$ cat src/rtl/vls_pkg.sv
package vls_pkg;

  typedef enum logic [2:0] {
    S_IDLE       = 3'd0,
    S_FETCH_WAIT = 3'd1,
    S_DECODE     = 3'd2,
    S_DECODE_SV  = 3'd3,
    S_EXEC_START = 3'd4,
    S_EXEC_WAIT  = 3'd5
  } seq_state_e;

  // register-file commands issued by the control FSM
  typedef struct packed {
    logic pc_adv;    // advance PC by instruction length
    logic adv8;      // length is 8 (prefixed) instead of 4
    logic step_clr;  // clear element step
    logic step_inc;  // next element
    logic chg_clr;   // new instruction starts: clear change flags
    logic ext_ok;    // stopped at start: external writes allowed
    logic exec_ok;   // execute in flight: redirect writes allowed
  } reg_cmd_t;

endpackage

$ cat src/rtl/vls_rst_sync.sv
module vls_rst_sync (
  input  logic clk,
  input  logic rst_n,
  output logic rst_sync_n
);
  logic [1:0] sync_q;

  always_ff @(posedge clk or negedge rst_n) begin
    if (!rst_n) sync_q <= 2'b00;
    else        sync_q <= {sync_q[0], 1'b1};
  end

  assign rst_sync_n = sync_q[1];
endmodule

$ cat src/rtl/vls_insn_hold.sv
module vls_insn_hold #(
  parameter int INSN_W = 32
) (
  input  logic              clk,
  input  logic              rst_n,
  input  logic              capture,
  input  logic              in_loop,
  input  logic [INSN_W-1:0] word_i,
  input  logic [INSN_W-1:0] prefix_i,
  input  logic              prefixed_i,
  output logic [INSN_W-1:0] word_o,
  output logic [INSN_W-1:0] prefix_o,
  output logic              prefixed_o
);
  logic [INSN_W-1:0] word_q, prefix_q;
  logic              prefixed_q;

  always_ff @(posedge clk or negedge rst_n) begin
    if (!rst_n) begin
      word_q     <= '0;
      prefix_q   <= '0;
      prefixed_q <= 1'b0;
    end else if (capture) begin
      word_q     <= word_i;
      prefix_q   <= prefix_i;
      prefixed_q <= prefixed_i;
    end
  end

  assign word_o     = word_q;
  assign prefix_o   = prefix_q;
  assign prefixed_o = prefixed_q;

  AST_OPCODE_HELD: assert property (@(posedge clk) disable iff (!rst_n)
    (in_loop && $past(in_loop)) |-> ($stable(word_q) && $stable(prefix_q) && $stable(prefixed_q)));

endmodule

$ cat src/rtl/vls_arch_regs.sv
module vls_arch_regs
  import vls_pkg::*;
#(
  parameter int             PC_W     = 32,
  parameter int             STEP_W   = 7,
  parameter logic [PC_W-1:0] RESET_PC = '0
) (
  input  logic                clk,
  input  logic                rst_n,
  input  reg_cmd_t            cmd,
  input  logic                ext_pc_we,
  input  logic [PC_W-1:0]     ext_pc_wdata,
  input  logic                ext_vs_we,
  input  logic [2*STEP_W-1:0] ext_vs_wdata,
  input  logic                exec_pc_we,
  input  logic [PC_W-1:0]     exec_pc_wdata,
  input  logic                exec_vs_we,
  input  logic [2*STEP_W-1:0] exec_vs_wdata,
  output logic [PC_W-1:0]     pc_o,
  output logic [STEP_W-1:0]   step_o,
  output logic [STEP_W-1:0]   vl_o,
  output logic                pc_chg_o,
  output logic                vs_chg_o
);
  localparam logic [PC_W-1:0]   LEN4 = PC_W'(4);
  localparam logic [PC_W-1:0]   LEN8 = PC_W'(8);
  localparam logic [STEP_W-1:0] ONE  = STEP_W'(1);

  logic [PC_W-1:0]   pc_q, pc_d;
  logic              pc_en;
  logic [STEP_W-1:0] step_q, step_d, vl_q, vl_d;
  logic              vs_en;
  logic              pc_chg_q, pc_chg_d, vs_chg_q, vs_chg_d, chg_en;
  logic              ext_pc_hit, ext_vs_hit, exe_pc_hit, exe_vs_hit;

  assign ext_pc_hit = cmd.ext_ok  && ext_pc_we;
  assign ext_vs_hit = cmd.ext_ok  && ext_vs_we;
  assign exe_pc_hit = cmd.exec_ok && exec_pc_we;
  assign exe_vs_hit = cmd.exec_ok && exec_vs_we;

  // PC next value
  always_comb begin
    pc_d  = pc_q;
    pc_en = 1'b0;
    if (ext_pc_hit) begin
      pc_d  = ext_pc_wdata;
      pc_en = 1'b1;
    end else if (exe_pc_hit) begin
      pc_d  = exec_pc_wdata;
      pc_en = 1'b1;
    end else if (cmd.pc_adv) begin
      pc_d  = pc_q + (cmd.adv8 ? LEN8 : LEN4);
      pc_en = 1'b1;
    end
  end

  // vector state next value
  always_comb begin
    step_d = step_q;
    vl_d   = vl_q;
    vs_en  = 1'b0;
    if (ext_vs_hit) begin
      step_d = ext_vs_wdata[STEP_W-1:0];
      vl_d   = ext_vs_wdata[2*STEP_W-1:STEP_W];
      vs_en  = 1'b1;
    end else if (exe_vs_hit) begin
      step_d = exec_vs_wdata[STEP_W-1:0];
      vl_d   = exec_vs_wdata[2*STEP_W-1:STEP_W];
      vs_en  = 1'b1;
    end else if (cmd.step_clr) begin
      step_d = '0;
      vs_en  = 1'b1;
    end else if (cmd.step_inc) begin
      step_d = step_q + ONE;
      vs_en  = 1'b1;
    end
  end

  // change flags
  always_comb begin
    pc_chg_d = pc_chg_q;
    vs_chg_d = vs_chg_q;
    chg_en   = 1'b0;
    if (cmd.chg_clr) begin
      pc_chg_d = 1'b0;
      vs_chg_d = 1'b0;
      chg_en   = 1'b1;
    end else if (exe_pc_hit || exe_vs_hit) begin
      pc_chg_d = pc_chg_q | exe_pc_hit;
      vs_chg_d = vs_chg_q | exe_vs_hit;
      chg_en   = 1'b1;
    end
  end

  always_ff @(posedge clk or negedge rst_n) begin
    if (!rst_n)     pc_q <= RESET_PC;
    else if (pc_en) pc_q <= pc_d;
  end

  always_ff @(posedge clk or negedge rst_n) begin
    if (!rst_n) begin
      step_q <= '0;
      vl_q   <= '0;
    end else if (vs_en) begin
      step_q <= step_d;
      vl_q   <= vl_d;
    end
  end

  always_ff @(posedge clk or negedge rst_n) begin
    if (!rst_n) begin
      pc_chg_q <= 1'b0;
      vs_chg_q <= 1'b0;
    end else if (chg_en) begin
      pc_chg_q <= pc_chg_d;
      vs_chg_q <= vs_chg_d;
    end
  end

  assign pc_o     = pc_q;
  assign step_o   = step_q;
  assign vl_o     = vl_q;
  assign pc_chg_o = pc_chg_q;
  assign vs_chg_o = vs_chg_q;

  AST_PC_ONLY_BY_CMD: assert property (@(posedge clk) disable iff (!rst_n)
    (pc_q != $past(pc_q)) |-> ($past(cmd.pc_adv) || $past(ext_pc_hit) || $past(exe_pc_hit)));

  AST_CHG_HOLD: assert property (@(posedge clk) disable iff (!rst_n)
    (pc_chg_q && !cmd.chg_clr) |=> pc_chg_q);

  AST_REDIRECT_NO_STEP: assert property (@(posedge clk) disable iff (!rst_n)
    (exe_pc_hit && !exe_vs_hit) |=> $stable(step_q));

endmodule

$ cat src/rtl/vls_ctrl.sv
module vls_ctrl
  import vls_pkg::*;
#(
  parameter int STEP_W = 7
) (
  input  logic              clk,
  input  logic              rst_n,
  input  logic              stop_req,
  input  logic              fetch_req_ready,
  input  logic              fetch_rsp_valid,
  input  logic              exec_ready,
  input  logic              exec_done,
  input  logic              exec_pc_we,
  input  logic              exec_vs_we,
  input  logic              prefixed,
  input  logic              dec_vec_out,
  input  logic [STEP_W-1:0] step,
  input  logic [STEP_W-1:0] vl,
  input  logic              pc_chg,
  input  logic              vs_chg,
  output reg_cmd_t          cmd,
  output logic              fetch_req_valid,
  output logic              capture,
  output logic              in_loop,
  output logic              exec_valid,
  output logic              elem_redecode,
  output logic              insn_done
);
  localparam logic [STEP_W-1:0] ONE = STEP_W'(1);

  seq_state_e state_q, state_d;
  logic       last_elem, zero_vl, redirected;

  assign last_elem  = (step == (vl - ONE));
  assign zero_vl    = (vl == '0);
  assign redirected = pc_chg || vs_chg || exec_pc_we || exec_vs_we;

  always_comb begin
    state_d         = state_q;
    cmd             = '0;
    fetch_req_valid = 1'b0;
    capture         = 1'b0;
    exec_valid      = 1'b0;
    elem_redecode   = 1'b0;
    insn_done       = 1'b0;
    unique case (state_q)
      S_IDLE: begin
        cmd.ext_ok      = stop_req;
        fetch_req_valid = !stop_req;
        if (!stop_req && fetch_req_ready) begin
          cmd.chg_clr = 1'b1;
          state_d     = S_FETCH_WAIT;
        end
      end
      S_FETCH_WAIT: begin
        if (fetch_rsp_valid) begin
          capture = 1'b1;
          state_d = S_DECODE;
        end
      end
      S_DECODE: begin
        if (prefixed && zero_vl) begin
          insn_done  = 1'b1;
          cmd.pc_adv = 1'b1;
          cmd.adv8   = 1'b1;
          state_d    = S_IDLE;
        end else begin
          state_d = S_EXEC_START;
        end
      end
      S_DECODE_SV: begin
        elem_redecode = 1'b1;
        state_d       = S_EXEC_START;
      end
      S_EXEC_START: begin
        exec_valid = 1'b1;
        if (exec_ready) state_d = S_EXEC_WAIT;
      end
      S_EXEC_WAIT: begin
        cmd.exec_ok = 1'b1;
        if (exec_done) begin
          insn_done = 1'b1;
          if (redirected) begin
            state_d = S_IDLE;
          end else if (!prefixed || !dec_vec_out || last_elem) begin
            cmd.pc_adv   = 1'b1;
            cmd.adv8     = prefixed;
            cmd.step_clr = prefixed && dec_vec_out && last_elem;
            state_d      = S_IDLE;
          end else begin
            cmd.step_inc = 1'b1;
            state_d      = S_DECODE_SV;
          end
        end
      end
      default: state_d = S_IDLE;
    endcase
  end

  always_ff @(posedge clk or negedge rst_n) begin
    if (!rst_n) state_q <= S_IDLE;
    else        state_q <= state_d;
  end

  assign in_loop = (state_q == S_DECODE) || (state_q == S_DECODE_SV) ||
                   (state_q == S_EXEC_START) || (state_q == S_EXEC_WAIT);

  AST_STOP_HOLDS: assert property (@(posedge clk) disable iff (!rst_n)
    (state_q == S_IDLE && stop_req) |=> (state_q == S_IDLE));

  AST_DECSV_TO_EXEC: assert property (@(posedge clk) disable iff (!rst_n)
    (state_q == S_DECODE_SV) |=> (state_q == S_EXEC_START));

  AST_SKIP_NEEDS_ZERO_VL: assert property (@(posedge clk) disable iff (!rst_n)
    ($past(state_q) == S_DECODE && state_q == S_IDLE) |-> ($past(vl) == '0 && $past(prefixed)));

endmodule

$ cat src/rtl/vloop_issue_seq.sv
module vloop_issue_seq
  import vls_pkg::*;
#(
  parameter int              PC_W     = 32,
  parameter int              STEP_W   = 7,
  parameter int              INSN_W   = 32,
  parameter logic [PC_W-1:0] RESET_PC = '0
) (
  input  logic                clk,
  input  logic                rst_n,
  input  logic                stop_req,
  input  logic                ext_pc_we,
  input  logic [PC_W-1:0]     ext_pc_wdata,
  input  logic                ext_vs_we,
  input  logic [2*STEP_W-1:0] ext_vs_wdata,
  output logic                fetch_req_valid,
  input  logic                fetch_req_ready,
  output logic [PC_W-1:0]     fetch_req_addr,
  input  logic                fetch_rsp_valid,
  input  logic [INSN_W-1:0]   fetch_rsp_word,
  input  logic                fetch_rsp_prefixed,
  input  logic [INSN_W-1:0]   fetch_rsp_prefix,
  output logic [INSN_W-1:0]   dec_word,
  output logic [INSN_W-1:0]   dec_prefix,
  output logic                dec_prefixed,
  input  logic                dec_vec_out,
  output logic                elem_redecode,
  output logic                exec_valid,
  input  logic                exec_ready,
  input  logic                exec_done,
  input  logic                exec_pc_we,
  input  logic [PC_W-1:0]     exec_pc_wdata,
  input  logic                exec_vs_we,
  input  logic [2*STEP_W-1:0] exec_vs_wdata,
  output logic [PC_W-1:0]     pc_o,
  output logic [2*STEP_W-1:0] vstate_o,
  output logic                pc_chg_o,
  output logic                vs_chg_o,
  output logic                insn_done
);
  logic              rst_sync_n;
  reg_cmd_t          cmd;
  logic              capture, in_loop;
  logic [STEP_W-1:0] step, vl;

  vls_rst_sync u_rst (
    .clk        (clk),
    .rst_n      (rst_n),
    .rst_sync_n (rst_sync_n)
  );

  vls_ctrl #(.STEP_W(STEP_W)) u_ctrl (
    .clk             (clk),
    .rst_n           (rst_sync_n),
    .stop_req        (stop_req),
    .fetch_req_ready (fetch_req_ready),
    .fetch_rsp_valid (fetch_rsp_valid),
    .exec_ready      (exec_ready),
    .exec_done       (exec_done),
    .exec_pc_we      (exec_pc_we),
    .exec_vs_we      (exec_vs_we),
    .prefixed        (dec_prefixed),
    .dec_vec_out     (dec_vec_out),
    .step            (step),
    .vl              (vl),
    .pc_chg          (pc_chg_o),
    .vs_chg          (vs_chg_o),
    .cmd             (cmd),
    .fetch_req_valid (fetch_req_valid),
    .capture         (capture),
    .in_loop         (in_loop),
    .exec_valid      (exec_valid),
    .elem_redecode   (elem_redecode),
    .insn_done       (insn_done)
  );

  vls_insn_hold #(.INSN_W(INSN_W)) u_hold (
    .clk        (clk),
    .rst_n      (rst_sync_n),
    .capture    (capture),
    .in_loop    (in_loop),
    .word_i     (fetch_rsp_word),
    .prefix_i   (fetch_rsp_prefix),
    .prefixed_i (fetch_rsp_prefixed),
    .word_o     (dec_word),
    .prefix_o   (dec_prefix),
    .prefixed_o (dec_prefixed)
  );

  vls_arch_regs #(.PC_W(PC_W), .STEP_W(STEP_W), .RESET_PC(RESET_PC)) u_regs (
    .clk           (clk),
    .rst_n         (rst_sync_n),
    .cmd           (cmd),
    .ext_pc_we     (ext_pc_we),
    .ext_pc_wdata  (ext_pc_wdata),
    .ext_vs_we     (ext_vs_we),
    .ext_vs_wdata  (ext_vs_wdata),
    .exec_pc_we    (exec_pc_we),
    .exec_pc_wdata (exec_pc_wdata),
    .exec_vs_we    (exec_vs_we),
    .exec_vs_wdata (exec_vs_wdata),
    .pc_o          (pc_o),
    .step_o        (step),
    .vl_o          (vl),
    .pc_chg_o      (pc_chg_o),
    .vs_chg_o      (vs_chg_o)
  );

  assign fetch_req_addr = pc_o;
  assign vstate_o       = {vl, step};

  AST_INSN_DONE_PULSE: assert property (@(posedge clk) disable iff (!rst_sync_n)
    insn_done |=> !insn_done);

endmodule

$ cat config.mk
export PLATFORM = sky130hd
export DESIGN_NAME = vloop_issue_seq
export DESIGN_NICKNAME = d
export VERILOG_FILES = /design/src/rtl/vls_pkg.sv /design/src/rtl/vls_rst_sync.sv /design/src/rtl/vls_insn_hold.sv /design/src/rtl/vls_arch_regs.sv /design/src/rtl/vls_ctrl.sv /design/src/rtl/vloop_issue_seq.sv
export SDC_FILE = /design/constraint.sdc
export NUM_CORES = 1
export LEC_CHECK = 0
export ABC_AREA = 0
export ABC_CLOCK_PERIOD_IN_PS = 5150
export BUFFER_PORTS_ARGS = -buffer_cell sky130_fd_sc_hd__buf_2
export CORE_MARGIN = 2
export CORE_UTILIZATION = 47
export CTS_CLUSTER_DIAMETER = 30
export DETAILED_ROUTE_END_ITERATION = 12
export PLACE_DENSITY = 0.85
export SLEW_MARGIN = 10
export SYNTH_ARGS = -nofsm -noshare
export SYNTH_HDL_FRONTEND = slang
export SYNTH_SLANG_ARGS = --single-unit
export TNS_END_PERCENT = 20
$ cat constraint.sdc
create_clock -name clk -period 5.15 [get_ports clk]
set_clock_uncertainty 0.1 [all_clocks]
set_input_delay 1.03 -clock clk [delete_from_list [all_inputs] [get_ports clk]]
set_output_delay 1.03 -clock clk [all_outputs]
set_load 0.005 [all_outputs]
=== After elaboration in Yosys (flattened, before gate mapping) ===
Index checks and enable logic that the tools add are counted.

* Add/sub/neg operators: 3
* Multiply operators: 0
* Divide/modulo/power cells: 0
* $lt $le $gt $ge: 0
* Equal/unequal tests: 10
* Shift operators: 0
* Mux-type cells: 49
* Bitwise logic cells: 2
* Reduce and logical (&&, ||, !) cells: 28

{| class="wikitable"
|+ Operators with widths
! cell !! count
|-
| $mux 32 || 3
|-
| $mux 7 || 6
|-
| $add 32x32->32 || 1
|-
| $mux 1 || 23
|-
| $mux 3 || 6
|-
| $pmux 3 s6 || 1
|-
| $mux 4 || 3
|-
| $mux 2 || 5
|-
| $logic_and 1x1->1 || 8
|-
| $reduce_and 2->1 || 4
|-
| $add 7x1->7 const B || 1
|-
| $eq 7x7->1 || 1
|-
| $logic_not 7->1 || 1
|-
| $sub 7x1->7 const B || 1
|-
| $eq 3x2->1 const B || 2
|-
| $eq 3x3->1 const B || 2
|-
| $logic_or 1x1->1 || 6
|-
| $ne 2x2->1 const B || 3
|-
| $pmux 2 s2 || 1
|-
| $reduce_and 4->1 || 1
|-
| $reduce_bool 2->1 || 2
|-
| $reduce_bool 4->1 || 1
|-
| $eq 3x1->1 const B || 1
|-
| $logic_not 1->1 || 3
|-
| other kinds (5) || 6
|}

* Register bits: 118
* Latch bits: 0
* Bits in writable memories: 0
* Memory bits (read-only): 0
* Memories: 0

=== Logic depth before layout (Yosys ltp) ===
Gate-level depths: netlist (run 1).

* Depth after elaboration: 12
* Mapped depth: 17
* Gate-level depth less buffers: 17

=== Cells and area by module ===
A second synthesis (run 1) with hierarchy kept.

* Cell total of the unflattened synthesis: 639
* Area total of the unflattened synthesis: 6,647.6 µm²

{| class="wikitable"
|+ Modules (own cells, without submodules)
! module !! instances !! cells an instance !! area an instance (µm²) !! seq. area each (µm²)
|-
| vls_arch_regs || 1 || 395 || 3,223.1 || 1,201.2
|-
| vls_insn_hold || 1 || 137 || 2,618.8 || 1,626.6
|-
| vls_ctrl || 1 || 72 || 511.7 || 75.1
|-
| vloop_issue_seq || 1 || 32 || 240.2 || 0.0
|-
| vls_rst_sync || 1 || 3 || 53.8 || 50.0
|}

=== Worst setup path before layout (run 1) ===
No wires, ideal clock.

* Kind: in2reg
* From: input exec_pc_we
* To: register u_regs.pc_q[20] (netlist: u_regs.pc_o[20])
* Data arrival time: 3,663 ps
* Data required time: 4,925 ps
* Slack: 1,262 ps
* Stages: 11
* Cells stage by stage: nor4_1 nand3_1 o21ai_0 nand2_1 fa_1 nand2b_1 nor4_2 nand3_1 a21oi_1 o21ai_0 mux2_4

* Longest elaborated chain between the ends: 10
* Elaborated cells on any way between the ends: 16
* Classes of those cells: add/sub: 1; mux: 10; reduce/logical: 5

{| class="wikitable"
|+ Ends and longest elaborated chain
! element !! line !! text
|-
| from (decl) || vloop_issue_seq.sv:31 || <nowiki>input logic exec_pc_we,</nowiki>
|-
| $logic_or 1x1->1 (2 in series) || vls_ctrl.sv:36 || <nowiki>assign redirected = pc_chg || vs_chg || exec_pc_we || exec_vs_we;</nowiki>
|-
| $mux 4 || vls_ctrl.sv:83 || <nowiki>if (redirected) begin</nowiki>
|-
| $mux 4 || vls_ctrl.sv:81 || <nowiki>if (exec_done) begin</nowiki>
|-
| $pmux 2 s2 || vls_ctrl.sv:46 || <nowiki>unique case (state_q)</nowiki>
|-
| $mux 4 || vls_arch_regs.sv:52 || <nowiki>pc_d = pc_q + (cmd.adv8 ? LEN8 : LEN4);</nowiki>
|-
| $add 32x32->32 || vls_arch_regs.sv:52 ||
|-
| $mux 32 || vls_arch_regs.sv:51 || <nowiki>end else if (cmd.pc_adv) begin</nowiki>
|-
| $mux 32 || vls_arch_regs.sv:48 || <nowiki>end else if (exe_pc_hit) begin</nowiki>
|-
| $mux 32 || vls_arch_regs.sv:45 || <nowiki>if (ext_pc_hit) begin</nowiki>
|-
| to (signal assigned) || vls_arch_regs.sv:97 || <nowiki>else if (pc_en) pc_q <= pc_d;</nowiki>
|-
| to (decl) || vls_arch_regs.sv:29 || <nowiki>logic [PC_W-1:0] pc_q, pc_d;</nowiki>
|}

Several ways; a longest one is shown, not always the timed one. The select of a mux whose other input is x is not followed.
A chain may end at the register's enable or synchronous reset.

=== Worst setup path after layout (run 1) ===
* From: register u_regs.vl_q[0] (netlist: u_regs.vl_o[0])
* To: register u_regs.pc_q[20] (netlist: u_regs.pc_o[20])

* Longest elaborated chain between the ends: 12
* Elaborated cells on any way between the ends: 20
* Classes of those cells: add/sub: 2; eq/ne: 1; mux: 12; reduce/logical: 5

{| class="wikitable"
|+ Ends and longest elaborated chain
! element !! line !! text
|-
| from (decl) || vls_arch_regs.sv:31 || <nowiki>logic [STEP_W-1:0] step_q, step_d, vl_q, vl_d;</nowiki>
|-
| from (signal assigned) || vls_arch_regs.sv:106 || <nowiki>vl_q <= vl_d;</nowiki>
|-
| $sub 7x1->7 || vls_ctrl.sv:34 || <nowiki>assign last_elem = (step == (vl - ONE));</nowiki>
|-
| $eq 7x7->1 || vls_ctrl.sv:34 ||
|-
| $logic_or 1x1->1 || vls_ctrl.sv:85 || <nowiki>end else if (!prefixed || !dec_vec_out || last_elem) begin</nowiki>
|-
| $mux 3 || vls_ctrl.sv:85 ||
|-
| $mux 4 || vls_ctrl.sv:83 ||
|-
| $mux 4 || vls_ctrl.sv:81 ||
|-
| $pmux 2 s2 (*) || vls_ctrl.sv:46 ||
|-
| $mux 4 || vls_arch_regs.sv:52 ||
|-
| $add 32x32->32 || vls_arch_regs.sv:52 ||
|-
| $mux 32 || vls_arch_regs.sv:51 ||
|-
| $mux 32 || vls_arch_regs.sv:48 ||
|-
| $mux 32 || vls_arch_regs.sv:45 ||
|}

Every way passes the cells marked *; elsewhere a longest branch is shown, timed or not. The select of a mux whose other input is x is not followed.

==> metrics.yaml, run 1 <==
status: "complete, no violations"
worst_skew_pair.late_latency_ns: 0.42
worst_slack_ns: 0.6363
grt_max_degree: 65
critical_path.max_fanout: 6
start_util_pct: 48.31
gp_congestion: 0.9524
setup_viol_count_final: 0
firstDrtPassIters: 5
worstPathArrival_ns: 4.71
wl_mm: 21.61
synth_nets: 833
io_pins: 318
synth_mux_area_share_pct: 15.19
tns_ns: 0
dpl.cell_count: 1096
first_global_vias: 6509
rsz0062_at_grt: "no"
fin_crit_sh_pct: 87.65
routedWlPerCell_um: 19.12
clock-sinks: 118
yosys.area_share.simple_pct: 15.39
yosysUniqueCellTypes: 69
core-area_um2: 13930
ctsResizeCount: 0
cts_tree: "yes"
area_growth_syn_to_layout_pct: 29.85
die_height_um: 123.7
gr-total-overflow: 0
synth-seq-cells: 118
root_buffer: "clkbuf_16"
cts_made_buffers: 17
dp_slack_ns: 0.5901
synth_area_per_cell_um2: 10.21
dr_total_vias: 6574
worstPathRequired_ns: 5.35
synth_top_family_by_area: "simple AND/OR/NAND/NOR gates"
hold_path.class: "reg -> reg"
powerDensity_nw_per_um2: 585.1
async_flop_share_pct: 100.0
synth_compound_area_share_pct: 14.35
slew-limit-headroom_pct: 32.77
hold_viol_final: 0
p_leak_nw: 4.237
ant_nets: 0
routed_via_density: 5.818
ys_warn_count: 0
synth_cells: 659
crit_type: "reg -> reg"
grt_pass1_wl_mm: 32.68
power_mw: 5.114
io_buffers: 317
end_kind: "flop"
cts-htree-levels: 4
synth_ff_type: "dfrtp_1"
nNetsFinal: 1109
tightest_slew_ns: 1.006
synth_seq_area_share_pct: 43.87
cts_hold_buf: 0
drcViolationCount: 0
synth_adder_area_share_pct: 1.041
antenna_found_initial: 2
core.rowCount: 43
track_usage_pct: 28.24
die_area_um2: 15300
final_cells: 1130
clk_pin_slew_ns: 0.06
postCtsSetupBuffers: 0
drive_gt1_share_pct: 47.15
vdd_drop_max_mv: 0.3756
synthesis.area_um2: 6731
maxCapViolations: 0
die_x_um: 123.7
hpwl_mm: 16.18
synth_xor_xnor_area_share_pct: 2.862
max_clock_freq_mhz: 221.5
slew_violations: 0
layout_min_cycle_time_ns: 4.514
drtIter0Drc: 512
cp-start-kind: "flop"
clockBufferDepth: 2
synth_edf_count: 0
==> worst max-delay path, cell delays in order (launching register included) <==
cell       delay [ns]
dfrtp_1          0.42
inv_1            0.09
ha_1             0.25
nand4bb_1        0.17
a211o_1          0.34
a211oi_2         0.32
a21oi_1          0.20
o21ai_0          0.35
nand2_1          0.16
fa_1             0.46
nand2b_1         0.23
nor4_2           0.64
nand3_1          0.15
a21oi_1          0.16
o21ai_0          0.10
mux2_4           0.26
==> cells in the mapped netlist, drive strengths merged (2+ instances only) <==
library cell | instances | area [µm²]
dfrtp | 118 | 2953
mux2 | 76 | 882.1
nand2 | 65 | 244.0
buf | 48 | 355.3
o21ai | 40 | 200.2
a21oi | 27 | 135.1
nor2 | 27 | 101.4
clkbuf | 20 | 76.32
nand3 | 20 | 100.1
xnor2 | 18 | 157.7
inv | 15 | 56.30
and3 | 14 | 87.58
mux2i | 14 | 140.1
a211oi | 13 | 102.6
a22oi | 13 | 97.59
nor4 | 13 | 87.58
nor3 | 12 | 76.33
nand4 | 9 | 56.30
a31oi | 8 | 50.05
and2 | 7 | 43.79
a221o | 5 | 50.05
a222oi | 5 | 50.05
nand2b | 5 | 31.28
a21o | 4 | 30.03
and4 | 4 | 35.03
ha | 4 | 50.05
nor2b | 4 | 25.02
xor2 | 4 | 35.03
a22o | 3 | 26.28
a2bb2oi | 3 | 26.28
o211ai | 3 | 22.52
o21a | 3 | 22.52
o31a | 3 | 26.28
a211o | 2 | 17.52
a31o | 2 | 17.52
and3b | 2 | 18.77
and4b | 2 | 20.02
nor3b | 2 | 15.01
nor4b | 2 | 38.78
o22ai | 2 | 12.51
o41ai | 2 | 17.52
or2 | 2 | 12.51
==> layout by cell type, fill, tap and decap left out, drive strengths merged, types with 3 or more instances in the layout <==
cell type / Yosys / layout
xnor2: 18 / 18
ha: 4 / 4
o211ai: 3 / 3
dfrtp: 118 / 118
a222oi: 5 / 5
mux2: 76 / 76
nor4: 13 / 13
a2bb2oi: 3 / 3
clkinv: 0 / 5
nand2: 65 / 65
a221o: 5 / 5
mux2i: 14 / 14
xor2: 4 / 4
and3: 14 / 14
o21a: 3 / 3
inv: 15 / 18
a31oi: 8 / 8
and2: 7 / 7
o21ai: 40 / 40
a22oi: 13 / 13
nor2b: 4 / 4
nor3: 12 / 12
nand4: 9 / 9
a22o: 3 / 3
clkbuf: 20 / 19
o31a: 3 / 3
a21o: 4 / 4
buf: 48 / 325
clkinvlp: 0 / 5
and4: 4 / 4
a211oi: 13 / 13
a21oi: 27 / 27
nor2: 27 / 27
nand3: 20 / 20
nand2b: 5 / 5
==> flip-flops by register name, summed over array words and instances, names as in the netlist <==
signal,flops
u_rst.sync_q,2
u_hold.word_o,32
u_hold.prefix_o,32
u_regs.step_o,7
u_regs.pc_o,32
u_ctrl.state_q,3
u_regs.vs_chg_o,1
u_regs.pc_chg_o,1
u_regs.vl_o,7
u_hold.prefixed_o,1
==> where the power goes <==
part	switching [mW]	internal (mW)
sequential	0.457	1.35
clock	0.459	0.644
combinational	1.05	1.15
==> metrics by stage <==
step / cell area, µm² / hold WS, ns / util [%]
global route: 8741 / 0.2657 / 62.73
finish: 8741 / 0.2550 / 62.73
detailed placement: 8183 / 0.2466 / 58.72
CTS: 8736 / 0.2604 / 62.69
floorplan: 6731 / 0.2312 / -
global placement: 8183 / 0.2357 / 58.72
==> per-layer routing <==
| metal | global-route usage, % | vias to the layer above | wire length (µm) |
|---|---|---|---|
| met3 | 9.066 | 67 | 2216 |
| met1 | 32.74 | 3164 | 7904 |
| met2 | 46.39 | 400 | 10540 |
| met5 | 0 | - | 0 |
| li1 | - | 2943 | - |
| met4 | 15.41 | 0 | 942 |
==> logic make-up after synthesis <==
family / after synthesis
AO/OA/AOI/OAI: 145
XOR/XNOR: 22
adder cells (fa/ha/maj): 5
buffers and inverters: 83
flip-flops: 118
multiplexers: 90
other: 1
AND/OR/NAND/NOR: 195
==> worst paths after layout <==
kind,startpoint,to,slack (ns),cells past startpoint
worst max-delay path,u_regs.vl_o[0]$_DFFE_PN0P_,u_regs.pc_o[20]$_DFFE_PN0P_,0.64,15
worst min-delay path,u_rst.sync_q[0]$_DFF_PN0_,u_rst.sync_q[1]$_DFF_PN0_,0.25,0
max in group asynchronous,u_rst.sync_q[1]$_DFF_PN0_,u_hold.word_o[5]$_DFFE_PN0P_,3.35,1
worst min register to register,u_rst.sync_q[0]$_DFF_PN0_,u_rst.sync_q[1]$_DFF_PN0_,0.25,0
worst max register to register,u_regs.vl_o[0]$_DFFE_PN0P_,u_regs.pc_o[20]$_DFFE_PN0P_,0.64,15
min in group asynchronous,rst_n,u_rst.sync_q[1]$_DFF_PN0_,0.28,1
==> cell type report <==
class	instances	area [µm²]
Antenna cell	2	5.005
Fill cell	1139	5194
Inverter	15	56.30
Sequential cell	118	2957
Timing Repair Buffer	325	1647
Tap cell	180	225.2
Clock buffer	19	452.9
Clock inverter	13	100.1
Multi-Input combinational cell	458	3298
Power figures use the tool's default switching activity.
==> run 2, diff against run 1 <==
- REMOVE_ABC_BUFFERS: unset -> 1
- SYNTH_HIERARCHICAL: unset -> 1
- TNS_END_PERCENT: 20 -> unset
==> run 2 against run 1 <==
Compared with the run above: cell area shrank 0.24%; die area decreased by 1.3%; global-route usage shrank 1.8 points; clock power rose by 5%; count of clock-buffer cells in the layout fell by 1; fmax is 19% higher; area after synthesis decreased by 1.4%; critical endpoint is now u_regs/pc_o[24]$_DFFE_PN0P_; sequential power increased by 2%; power fell by 0.11%; flip-flop and latch count stayed put.
==> metrics.yaml, run 2 <==
p_leak_nw: 4.272  # +0.82%
slew-limit-headroom_pct: 34.36  # +1.6 points
layout_min_cycle_time_ns: 3.786  # -0.7280 ns
worstHoldStart: "u_rst/sync_q[0]$_DFF_PN0_"
regToRegEndpoint: "u_regs/pc_o[24]$_DFFE_PN0P_"
first_global_vias: 5923  # -9.0%
nNetsFinal: 1088  # -1.9%
powerDensity_nw_per_um2: 585.9  # +0.13%
synth_area_per_cell_um2: 10.41  # +1.9%
pwr-share-comb_pct: 41.1  # -2.0 points
cpLargestDelayFamily: "compound AO/OA/AOI/OAI gates"
crit_path_cell_trace: "inv_1, ha_1, xor2_1, o2111a_1, nand4_2, a211o_1, a21boi_1, inv_1, fa_1, nor3_1, buf_4, nand4_1, xor2_1, a221oi_1"
routed_via_density: 5.514  # -5.2%
cts_made_buffers: 17  # unchanged
core.rowCount: 43  # unchanged
cp-start-kind: "flop"
synth_cells: 638  # -3.2%
io_pins: 318  # unchanged
grt_pass1_wl_mm: 30.71  # -6.0%
clock-sinks: 118  # unchanged
die_x_um: 122.9  # -0.67%
fin_util_pct: 63.06  # +0.33 points
highest_layer: "met5"
hpwl_mm: 14.76  # -8.8%
clk_pin_slew_ns: 0.06  # about the same
ctsResizeCount: 0  # unchanged
r2r-start: "u_regs/vl_o[0]$_DFFE_PN0P_"
drive_gt1_share_pct: 47.25  # +0.097 points
rsz0062_at_grt: "no"
antenna_found_initial: 6  # +4
area_growth_syn_to_layout_pct: 31.34
ant_nets: 0  # unchanged
m1WireLength_mm: 7.926  # +0.28%
min_to: "u_rst/sync_q[1]$_DFF_PN0_"
max_clock_freq_mhz: 264.2  # +19%
layout_commonest_cell: "buf_2"
end_kind: "flop"
wl_mm: 20.56  # -4.8%
core-area_um2: 13830  # -0.77%
synthesis.area_um2: 6639  # -1.4%
dp_slack_ns: 1.127  # +0.5367 ns
firstDrtPassIters: 5  # unchanged
root_buffer: "clkbuf_16"
worst_skew_pair.late_latency_ns: 0.41  # about the same
worstPathArrival_ns: 3.98  # -0.73 ns
switching_share_pct: 36.46  # -2.0 points
cts_tree: "yes"
worst_slack_ns: 1.364  # +0.7280 ns
final_cell_mix: "buf_2 (317), dfrtp_1 (117), nand2_1 (67)"
p_int_mw: 3.246  # +3.1%
crit_type: "reg -> reg"
worst_path_max_delay_cell: "fa_1"
power_mw: 5.109  # -0.11%
vdd_drop_max_mv: 0.2155  # -43%
drtIter0Drc: 544  # +6.3%
dpl.cell_count: 1075  # -1.9%
r2r_cells: 14  # -1
setup_viol_count_final: 0  # unchanged
drcViolationCount: 0  # unchanged
postCtsSetupBuffers: 0  # unchanged
cts-htree-levels: 4  # unchanged
max_stage_delay_ns: 0.51  # -0.13 ns
dr_total_vias: 6132  # -6.7%
die_height_um: 122.9  # -0.67%
final_cells: 1112  # -1.6%
start_util_pct: 48.01  # -0.29 points
hold_viol_final: 0  # unchanged
hold_depth: 0  # unchanged
power_frac_seq_pct: 36.3  # +0.9 points
switchingPower_mw: 1.862  # -5.2%
clkPwrFrac_pct: 22.6  # +1.0 points
status: "complete, no violations"
hold_path.class: "reg -> reg"
routed-wl-met2_mm: 10.42  # -1.2%
cp_num_buf_inv: 3  # +2
die_area_um2: 15090  # -1.3%
ys_warn_count: 6  # +6
critical_path.max_fanout: 11  # +5
tightest_slew_ns: 0.9845  # -0.02146 ns
rrSetupSlack_ns: 1.36  # +0.73 ns
routed-wl-met3_mm: 1.595  # -28%
maxCapViolations: 0  # unchanged
gp_congestion: 0.9040  # -5.1%
grt_max_degree: 66  # +1.5%
track_usage_pct: 26.47  # -1.8 points
fin_crit_sh_pct: 73.51  # -14 points
slew_violations: 0  # unchanged
clockBufferDepth: 2  # unchanged
io_buffers: 317  # unchanged
routedWlPerCell_um: 18.49  # -3.3%
gr-total-overflow: 0  # unchanged
worstPathRequired_ns: 5.35  # about the same
cts_hold_buf: 0  # unchanged
## run 2: worst max path at each step
stage	endpoint	from	depth (start not counted)	slack [ns]
detailed placement	u_regs/pc_o[24]$_DFFE_PN0P_	exec_pc_we	12	1.13
floorplan	u_hold/prefix_o[0]$_DFFE_PN0P_	fetch_rsp_valid	3	-0.72
global placement	u_regs/pc_o[24]$_DFFE_PN0P_	exec_pc_we	12	1.24
global route	u_regs/pc_o[24]$_DFFE_PN0P_	u_regs/vl_o[0]$_DFFE_PN0P_	14	1.10
finish	u_regs/pc_o[24]$_DFFE_PN0P_	u_regs/vl_o[0]$_DFFE_PN0P_	14	1.36
CTS	u_regs/pc_o[24]$_DFFE_PN0P_	u_regs/vl_o[0]$_DFFE_PN0P_	14	1.40
## run 2: cell type report
class | count | area (µm²)
Antenna cell | 5 | 12.51
Clock buffer | 18 | 429.2
Clock inverter | 14 | 150.1
Fill cell | 1111 | 5107
Inverter | 10 | 37.54
Multi-Input combinational cell | 441 | 3242
Sequential cell | 118 | 2957
Tap cell | 180 | 225.2
Timing Repair Buffer | 326 | 1667
## run 2: routing by layer
metal	global-route usage, %	vias up
met1	31.34	2954
met4	13.29	2
met5	0.3472	-
met3	6.599	47
li1	-	2824
met2	44.54	305
## run 2: power by group through the flow
stage / logic, mW / registers (mW) / clock network (mW)
after floorplan: 1.18 / 1.82 / 0
after global placement: 2.01 / 1.81 / 0
after detailed placement: 2.07 / 1.85 / 0
after CTS: 2.09 / 1.85 / 1.17
after global routing: 2.30 / 1.92 / 1.22
final: 2.10 / 1.85 / 1.16
## run 2: worst reg2reg max path: cells and delay by family (launching register included)
| family | cells | cell delay, ns |
|---|---|---|
| AOI/OAI and AO/OA | 4 | 1.05 |
| xor gates and xnor gates | 2 | 0.31 |
| adders and majority gates | 2 | 0.81 |
| buffers and inverters | 3 | 0.44 |
| DFF | 1 | 0.47 |
| and+or+nand+nor | 3 | 0.51 |
## run 2: per-stage QoR
stage               hold slack, ns  TNS (ns)  instance area (µm²)
detailed placement          0.2365         0                 8128
finish                      0.2475         0                 8720
global route                0.2604         0                 8720
CTS                         0.2495         0                 8707
global placement            0.2351         0                 8128
floorplan                   0.2312    -43.58                 6210
